==> src/rtl/rtx_pkg.sv <==
package rtx_pkg;

    typedef enum logic [1:0] {
        ST_IDLE    = 2'd0,
        ST_REQ     = 2'd1,
        ST_WAIT    = 2'd2,
        ST_BACKOFF = 2'd3
    } rtx_state_e;

    // frame configuration captured when the frame starts
    typedef struct packed {
        logic single;    // one attempt only
        logic force_eff; // force-collision qualified by internal loopback
    } rtx_cfg_t;

    typedef enum logic [1:0] {
        OUT_NONE = 2'd0,
        OUT_DONE = 2'd1,
        OUT_ERR  = 2'd2
    } rtx_outcome_e;

    function automatic rtx_cfg_t make_cfg(input logic no_retry,
                                          input logic force_coll,
                                          input logic int_loop);
        rtx_cfg_t c;
        c.single    = no_retry;
        c.force_eff = force_coll & int_loop;
        return c;
    endfunction

    // decide how an attempt end is treated
    function automatic logic eff_collision(input rtx_cfg_t c,
                                           input logic done,
                                           input logic coll);
        return coll | (c.force_eff & done);
    endfunction

endpackage

==> src/rtl/rtx_attempt_ctr.sv <==
module rtx_attempt_ctr #(
    parameter int MAX_ATT = 16,
    localparam int CNT_W  = (MAX_ATT > 1) ? $clog2(MAX_ATT) : 1
) (
    input  logic             clk,
    input  logic             rst,
    input  logic             clr,
    input  logic             inc,
    output logic [CNT_W-1:0] cnt,
    output logic             at_last
);
    localparam logic [CNT_W-1:0] LAST = CNT_W'(MAX_ATT - 1);

    logic [CNT_W-1:0] cnt_q;

    always_ff @(posedge clk) begin
        if (rst || clr) begin
            cnt_q <= '0;
        end else if (inc) begin
            cnt_q <= cnt_q + 1'b1;
        end
    end

    assign cnt     = cnt_q;
    assign at_last = (cnt_q == LAST);

    // the index never steps past the last attempt
    a_r3_no_wrap: assert property (@(posedge clk) disable iff (rst)
        inc |-> (cnt_q != LAST));

endmodule

==> src/rtl/rtx_backoff_timer.sv <==
module rtx_backoff_timer #(
    parameter int BO_W = 8
) (
    input  logic            clk,
    input  logic            rst,
    input  logic            load,
    input  logic [BO_W-1:0] load_val,
    input  logic            run,
    output logic            expired
);
    logic [BO_W-1:0] cnt_q;

    always_ff @(posedge clk) begin
        if (rst) begin
            cnt_q <= '0;
        end else if (load) begin
            cnt_q <= load_val;
        end else if (run && cnt_q != '0) begin
            cnt_q <= cnt_q - 1'b1;
        end
    end

    assign expired = (cnt_q == '0);

    // a running wait only counts downwards
    a_r3_count_down: assert property (@(posedge clk) disable iff (rst)
        (run && !load && !expired) |=> (cnt_q == $past(cnt_q) - 1'b1));

endmodule

==> src/rtl/rtx_retry_ctrl.sv <==
module rtx_retry_ctrl
    import rtx_pkg::*;
#(
    parameter int MAX_ATT = 16,
    parameter int BO_W    = 8,
    localparam int CNT_W  = (MAX_ATT > 1) ? $clog2(MAX_ATT) : 1
) (
    input  logic             clk,
    input  logic             rst,
    input  logic             start_i,
    input  logic             no_retry_i,
    input  logic             force_coll_i,
    input  logic             int_loop_i,
    input  logic [BO_W-1:0]  backoff_i,
    input  logic             att_done_i,
    input  logic             att_coll_i,
    output logic             xmit_req_o,
    output logic [CNT_W-1:0] attempt_o,
    output logic             fifo_hold_o,
    output logic             done_o,
    output logic             retry_err_o
);
    rtx_state_e   st_q, st_d;
    rtx_cfg_t     cfg_q;
    rtx_outcome_e out_q, out_d;
    logic         hold_q;

    logic ctr_clr, ctr_inc, ctr_last;
    logic tmr_load, tmr_expired;
    logic att_end, coll_eff, final_att;

    assign att_end   = att_done_i | att_coll_i;
    assign coll_eff  = eff_collision(cfg_q, att_done_i, att_coll_i);
    assign final_att = cfg_q.single | ctr_last;

    rtx_attempt_ctr #(.MAX_ATT(MAX_ATT)) u_ctr (
        .clk     (clk),
        .rst     (rst),
        .clr     (ctr_clr),
        .inc     (ctr_inc),
        .cnt     (attempt_o),
        .at_last (ctr_last)
    );

    rtx_backoff_timer #(.BO_W(BO_W)) u_tmr (
        .clk      (clk),
        .rst      (rst),
        .load     (tmr_load),
        .load_val (backoff_i - 1'b1),
        .run      (st_q == ST_BACKOFF),
        .expired  (tmr_expired)
    );

    always_comb begin
        st_d     = st_q;
        out_d    = OUT_NONE;
        ctr_clr  = 1'b0;
        ctr_inc  = 1'b0;
        tmr_load = 1'b0;
        unique case (st_q)
            ST_IDLE: begin
                if (start_i) begin
                    st_d    = ST_REQ;
                    ctr_clr = 1'b1;
                end
            end
            ST_REQ: begin
                st_d = ST_WAIT;
            end
            ST_WAIT: begin
                if (att_end) begin
                    if (!coll_eff) begin
                        out_d = OUT_DONE;
                        st_d  = ST_IDLE;
                    end else if (final_att) begin
                        out_d = OUT_ERR;
                        st_d  = ST_IDLE;
                    end else begin
                        ctr_inc = 1'b1;
                        if (backoff_i == '0) begin
                            st_d = ST_REQ;
                        end else begin
                            st_d     = ST_BACKOFF;
                            tmr_load = 1'b1;
                        end
                    end
                end
            end
            ST_BACKOFF: begin
                if (tmr_expired) begin
                    st_d = ST_REQ;
                end
            end
            default: st_d = ST_IDLE;
        endcase
    end

    always_ff @(posedge clk) begin
        if (rst) begin
            st_q   <= ST_IDLE;
            out_q  <= OUT_NONE;
            cfg_q  <= '0;
            hold_q <= 1'b0;
        end else begin
            st_q  <= st_d;
            out_q <= out_d;
            if (st_q == ST_IDLE && start_i) begin
                cfg_q  <= make_cfg(no_retry_i, force_coll_i, int_loop_i);
                hold_q <= !no_retry_i;
            end else if (out_d != OUT_NONE) begin
                hold_q <= 1'b0;
            end
        end
    end

    assign xmit_req_o  = (st_q == ST_REQ);
    assign fifo_hold_o = hold_q;
    assign done_o      = (out_q == OUT_DONE);
    assign retry_err_o = (out_q == OUT_ERR);

    // outcomes are exclusive
    a_r10_one_outcome: assert property (@(posedge clk) disable iff (rst)
        !(done_o && retry_err_o));

    // retry error lasts one cycle
    a_r4_err_pulse: assert property (@(posedge clk) disable iff (rst)
        retry_err_o |=> !retry_err_o);

    // protection is released when the frame completes
    a_r6_done_release: assert property (@(posedge clk) disable iff (rst)
        done_o |-> !fifo_hold_o);

    // single-attempt frames never hold the FIFO head
    a_r5_single_no_hold: assert property (@(posedge clk) disable iff (rst)
        (st_q != ST_IDLE && cfg_q.single) |-> !fifo_hold_o);

    // each request is a single-cycle pulse
    a_r2_req_pulse: assert property (@(posedge clk) disable iff (rst)
        xmit_req_o |=> !xmit_req_o);

endmodule

==> config.mk <==
export PLATFORM = sky130hd
export DESIGN_NAME = rtx_retry_ctrl
export DESIGN_NICKNAME = d
export VERILOG_FILES = /design/src/rtl/rtx_pkg.sv /design/src/rtl/rtx_attempt_ctr.sv /design/src/rtl/rtx_backoff_timer.sv /design/src/rtl/rtx_retry_ctrl.sv
export SDC_FILE = /design/constraint.sdc
export NUM_CORES = 1
export LEC_CHECK = 0
export ABC_AREA = 1
export CELL_PAD_IN_SITES_DETAIL_PLACEMENT = 1
export CELL_PAD_IN_SITES_GLOBAL_PLACEMENT = 1
export CORE_ASPECT_RATIO = 0.5
export CORE_MARGIN = 5
export CORE_UTILIZATION = 37
export CTS_CLUSTER_SIZE = 8
export DETAILED_ROUTE_END_ITERATION = 6
export PLACE_DENSITY = 0.91
export SYNTH_ARGS = -nofsm -noshare
export SYNTH_HDL_FRONTEND = slang
export SYNTH_SLANG_ARGS = --single-unit
==> constraint.sdc <==
create_clock -name clk -period 2.7 [get_ports clk]
set_clock_uncertainty 0.05 [all_clocks]
set_input_delay 0.27 -clock clk [delete_from_list [all_inputs] [get_ports clk]]
set_output_delay 0.27 -clock clk [all_outputs]
set_load 0.02 [all_outputs]
* Yosys cells after proc, flatten, opt, wreduce, memory -nomap -nowiden *
Index checks and enable logic that the tools add are counted.

operators by class
  bitwise gates (word level) = 5
  reductions and logical operators = 12
  add/sub/neg operators = 3
  mux-type cells = 26
  divide/modulo/power cells = 0
  shifts and indexed selects = 0
  $mul = 0
  equal/unequal tests = 9
  magnitude comparators = 0

operators by type and width
  operator                                           number
  two-way mux 2 bit                                  10
  zero test 8 bit                                    2
  two-way mux 8 bit                                  2
  subtractor 8 x 1 -> 8 bit (second input constant)  2
  two-way mux 1 bit                                  13
  one-hot mux 2 bit (4 select lines)                 1
  nonzero test 8 bit                                 1
  == test 2 bit (second input constant)              3
  inequality test 2 bit (second input constant)      3
  nonzero test 2 bit                                 3
  adder 4 x 1 -> 4 bit (second input constant)       1
  == test 2 x 1 -> 1 bit (second input constant)     2
  == test 4 bit (second input constant)              1
  OR 1 bit                                           3
  AND reduction 3 bit                                1
  AND 1 bit                                          2
  logical AND 1 bit                                  2
  zero test 2 bit                                    1
  zero test 1 bit                                    1
  logical OR 1 bit                                   1

word-level totals
  memory bits (read-only) = 0
  register bits = 19
  latch bits = 0
  output and inout port bits = 8
  memory bits (writable) = 0
  word-level logic and storage cells = 62
  input bits = 16
  memories kept = 0

* Longest topological paths before layout *
  depth in word-level cells = 9
  depth in mapped cells = 14
  mapped depth without buffers = 14

* By module *
From an unflattened synthesis, not the netlist that was laid out.

second synthesis, totals
  cell total of the unflattened synthesis = 213
  area, all modules = 1,358.8 sq um

by module, submodules not included
  module             instances  sequential area each (sq um)  area an instance (sq um)  cells each
  rtx_backoff_timer  1          160.2                         600.6                     104
  rtx_retry_ctrl     1          140.1                         581.8                     85
  rtx_attempt_ctr    1          80.1                          176.4                     24

* Worst setup path before layout *
OpenSTA, ideal clock, no wires.

  path type = reg-to-reg
  start point = register u_ctr.cnt_q[0], in the netlist u_ctr.cnt[0]
  end point = register u_tmr.cnt_q[6]
  arrival time = 1.839 ns
  setup time = 0.129 ns
  buffers on the path = 1
  slack = 0.682 ns
  stages on the path, launching flop included = 14
  period minus slack after synthesis = 2.018 ns
  data required time = 2.521 ns
  cell sequence = dfxtp_1 -> ha_1 -> nand3_1 -> nand2_1 -> nor2_4 -> buf_6 -> nand3_1 -> nand2_2 -> ha_1 -> nand3_2 -> nor2_2 -> nand3_1 -> nand3_1 -> a21oi_2

between the ends
  longest elaborated chain between the ends = 7
  elaborated cells on any way between the ends = 8
  those cells by class = 1 x eq/ne; 5 x mux; 1 x bitwise; 1 x reduce/logical

RTL lines
  what                                                            RTL line                 RTL
  from (decl)                                                     rtx_attempt_ctr.sv:14    logic [CNT_W-1:0] cnt_q;
  from (signal assigned)                                          rtx_attempt_ctr.sv:20    cnt_q <= cnt_q + 1'b1;
  == test 4 bit *                                                 rtx_attempt_ctr.sv:25    assign at_last = (cnt_q == LAST);
  OR 1 bit *                                                      rtx_retry_ctrl.sv:34     assign final_att = cfg_q.single | ctr_last;
  two-way mux 1 bit *                                             rtx_retry_ctrl.sv:75     end else if (final_att) begin
  two-way mux 1 bit *                                             rtx_retry_ctrl.sv:72     if (!coll_eff) begin
  two-way mux 1 bit *                                             rtx_retry_ctrl.sv:71     if (att_end) begin
  two-way mux 1 bit *                                             rtx_retry_ctrl.sv:60     unique case (st_q)
  two-way mux 8 bit / nonzero test 2 bit (equally long branches)  --
  to (signal assigned)                                            rtx_backoff_timer.sv:17  cnt_q <= load_val;
  to (signal assigned)                                            rtx_backoff_timer.sv:19  cnt_q <= cnt_q - 1'b1;
  to (decl)                                                       rtx_backoff_timer.sv:11  logic [BO_W-1:0] cnt_q;

Mark *: on every way between the ends. The rest lies on a longest branch, timed or not.
A chain may end at the register's enable or synchronous reset.

* Final worst setup path *
  start point = register st_q[0]
  end point = register u_tmr.cnt_q[6]

between the ends
  longest elaborated chain between the ends = 3
  elaborated cells on any way between the ends = 6
  those cells by class = 2 x eq/ne; 2 x mux; 2 x reduce/logical

RTL lines
  what                                                            RTL line                                       RTL
  from (decl)                                                     rtx_retry_ctrl.sv:23                           rtx_state_e st_q, st_d;
  from (signal assigned)                                          rtx_retry_ctrl.sv:105                          st_q <= st_d;
  == test 2 bit (on tied branches)                                rtx_retry_ctrl.sv:60, rtx_retry_ctrl.sv:50
  two-way mux 1 bit / logical AND 1 bit (equally long branches)   rtx_retry_ctrl.sv:60, rtx_backoff_timer.sv:18
  two-way mux 8 bit / nonzero test 2 bit (equally long branches)  --

Parallel ways exist; a longest one is shown, timed or not.

==> flow_summary.yaml <==
synth:
  ys_seq_area_frac: 0.290
  ys_warn_count: 0
  synth_top_family_by_area: "simple AND/OR/NAND/NOR gates"
  yosysUniqueCellTypes: 33
  synthTopCellsByArea: "dfxtp_1 29%, inv_1 9.4%, nand2_1 7.1%"
  synthXorXnorAreaFrac: 0
  syn_area_mm2: 0.00131
  syn-num-nets: 205
  synth-simple-area-share: 0.387
  synth-compound-area-share: 0.137
  synthMuxAreaShare: 0
  syn_avg_cell_area_um2: 7.17
  synthAdderAreaFrac: 0.0572
  synth_top_area_cell: "dfxtp_1"
  yosys.area.top_type_share: 0.290
  syn_inst: 183
  ys_ff_latch: 19
worst_setup_path:
  r2r_start: "st_q[0]"
  r2r-end: "u_tmr.cnt_q[6]"
  rrSetupSlack_ps: 300
  end_kind: "register"
  timing.critical_path.from_type: "register"
  worstPathMaxFanout: 15
  crit_type: "reg -> reg"
  crit_start: "st_q[0]"
  required_ps: 2790
  rr_worst_depth: 14
  arrival_ps: 2490
job:
  drv_cap: 0
place:
  placed_cell_area_mm2: 0.00157
  place_congestion: 0.851
  dpl.hpwl_mm: 2.88
  io_buffers: 23
  pre_cts_slack_ps: 200
global_routing:
  grt_pass1_wl_mm: 6.30
  grt_pass1_vias: 1404
  track_usage: 0.165
  grt_overflow: 0
  antenna_found_initial: 0
  grt_max_degree: 16
die:
  coreArea_mm2: 0.00342
  fp.dieArea_mm2: 0.00491
  ios: 24
  row_count: 15
  start_util: 0.384
  die_h_um: 52.1
  die_w_um: 94.2
clock_tree:
  htreeDepth: 1
  cts_buffers: 3
  hold_buffers: 0
  clkSlewWorstSetupHoldPaths_ps: 80
  worstSkewPairLatency_ps: 260
  cts_buffer_depth: 2
  cts_tree: "built"
  cts.sinks: 19
  root_buffer: "clkbuf_8"
  cts_resized: 0
  postCtsSetupRepairBufs: 0
sta:
  tns_ps: 0
  hold_viol_final: 0
  rsz0062_at_grt: "no"
  setup_violations: 0
  fin_crit_ps: 2400
  setup_ws_ps: 298
  slew_headroom: 0.754
  tightest_slew_ps: 368
  drv_slew: 0
  min_period_over_period: 0.890
  fmaxAchievable_mhz: 416
  whs_ps: 429
layout:
  post_route_cells_drive_above_1_share: 0.170
  antenna_cells: 0
  nNetsFinal: 229
  design_area_mm2: 0.00162
  area_delta_synth_final_pct: 23.1
  final_cell_mix: "33 x inv_1, 25 x nand2_1, 23 x clkdlybuf4s50_1"
  mostFrequentLayoutCell: "inv_1"
drt:
  wirelength_mm: 3.70
  wl_per_cell_um: 14.4
  vias: 1294
  postRouteAntennaNets: 0
  vias_per_cell: 5.04
  drc: 0
  drtPass1Iterations: 4
  drt-initial-drc-count: 39
worst_hold_path:
  hp-class: "reg -> reg"
  min_to: "cfg_q[1]"
  min_path_cells: 2
  hold_path.startpoint: "cfg_q[1]"
outcome:
  status: "completed"
power_and_ir_drop:
  totalPowerFinal_w: 0.000664
  power_density_mw_per_mm2: 411
  ir_worst_vdd_uv: 127
  leakagePower_nw: 0.733
[critical path, stage by stage (launching register included)]
cell and delay, ps:
dfxtp_1 340, inv_1 110, ha_1 280, nand3_2 120
nor2_4 260, nand2_4 210, nand2_1 110, nand2_1 110
ha_1 240, nand3_2 130, inv_1 60, nand3_2 60
nand2_1 50, nand3_1 80, a21oi_2 60
[power by group]
part	switching (W)	internal, W
sequential	0.00000802	0.000291
combinational	0.0000917	0.0000639
clock	0.000107	0.000103
[cell families (layout without fill, tap and decap cells)]
family | after synthesis | count (layout)
flops | 19 | 19
compound gates | 29 | 29
buf+inv | 39 | 62
simple gates | 90 | 90
fa+ha+maj | 6 | 6
[synth_stat cells (all sizes together)]
cell,instances
a211oi,2
a21oi,9
buf,3
clkbuf,1
dfxtp,19
ha,6
inv,35
nand2,38
nand3,20
nand3b,2
nand4,5
nor2,20
nor3,1
nor3b,3
nor4,1
o211ai,2
o21ai,12
o21bai,1
o221ai,1
o22ai,1
o31ai,1
[final cells by class]
cell class	count	area [um2]
clock buffers	3	41.3
clock inverters	1	5.00
fillers	448	1800
inverters	35	131
multi-input cells	125	763
flip-flops and latches	19	380
well taps	51	63.8
repair buffers	23	230
[stage by stage]
step / instances / utilization
final: 257 / 0.473
after floorplan: 183 / -
after global routing: 257 / 0.473
after detailed placement: 253 / 0.459
after CTS: 257 / 0.473
after global placement: 253 / 0.459
[how the worst max path moves through the flow]
stage                     depth (start not counted)  slack (ps)              to
after global routing                             14         140  u_tmr.cnt_q[6]
final                                            14         300  u_tmr.cnt_q[6]
after floorplan                                  13         680  u_tmr.cnt_q[6]
after global placement                           15         340  u_tmr.cnt_q[6]
after detailed placement                         12         200  u_tmr.cnt_q[6]
after CTS                                        14         320  u_tmr.cnt_q[6]
[flip-flops by register name, summed over array words and instances (netlist names)]
register     cells
u_tmr.cnt_q      8
st_q             2
fifo_hold_o      1
cfg_q            2
out_q            2
u_ctr.cnt        4
[per-layer routing]
metal	track usage	vias up	wire, um	part of all wire
met1	0.171	622	1550	0.42
met2	0.335	21	1950	0.53
met5	0	-	0	0
li1	-	643	-	-
met3	0.0318	8	107	0.029
met4	0.0552	0	83	0.022
Note: power is estimated with default switching activity, not from simulation.
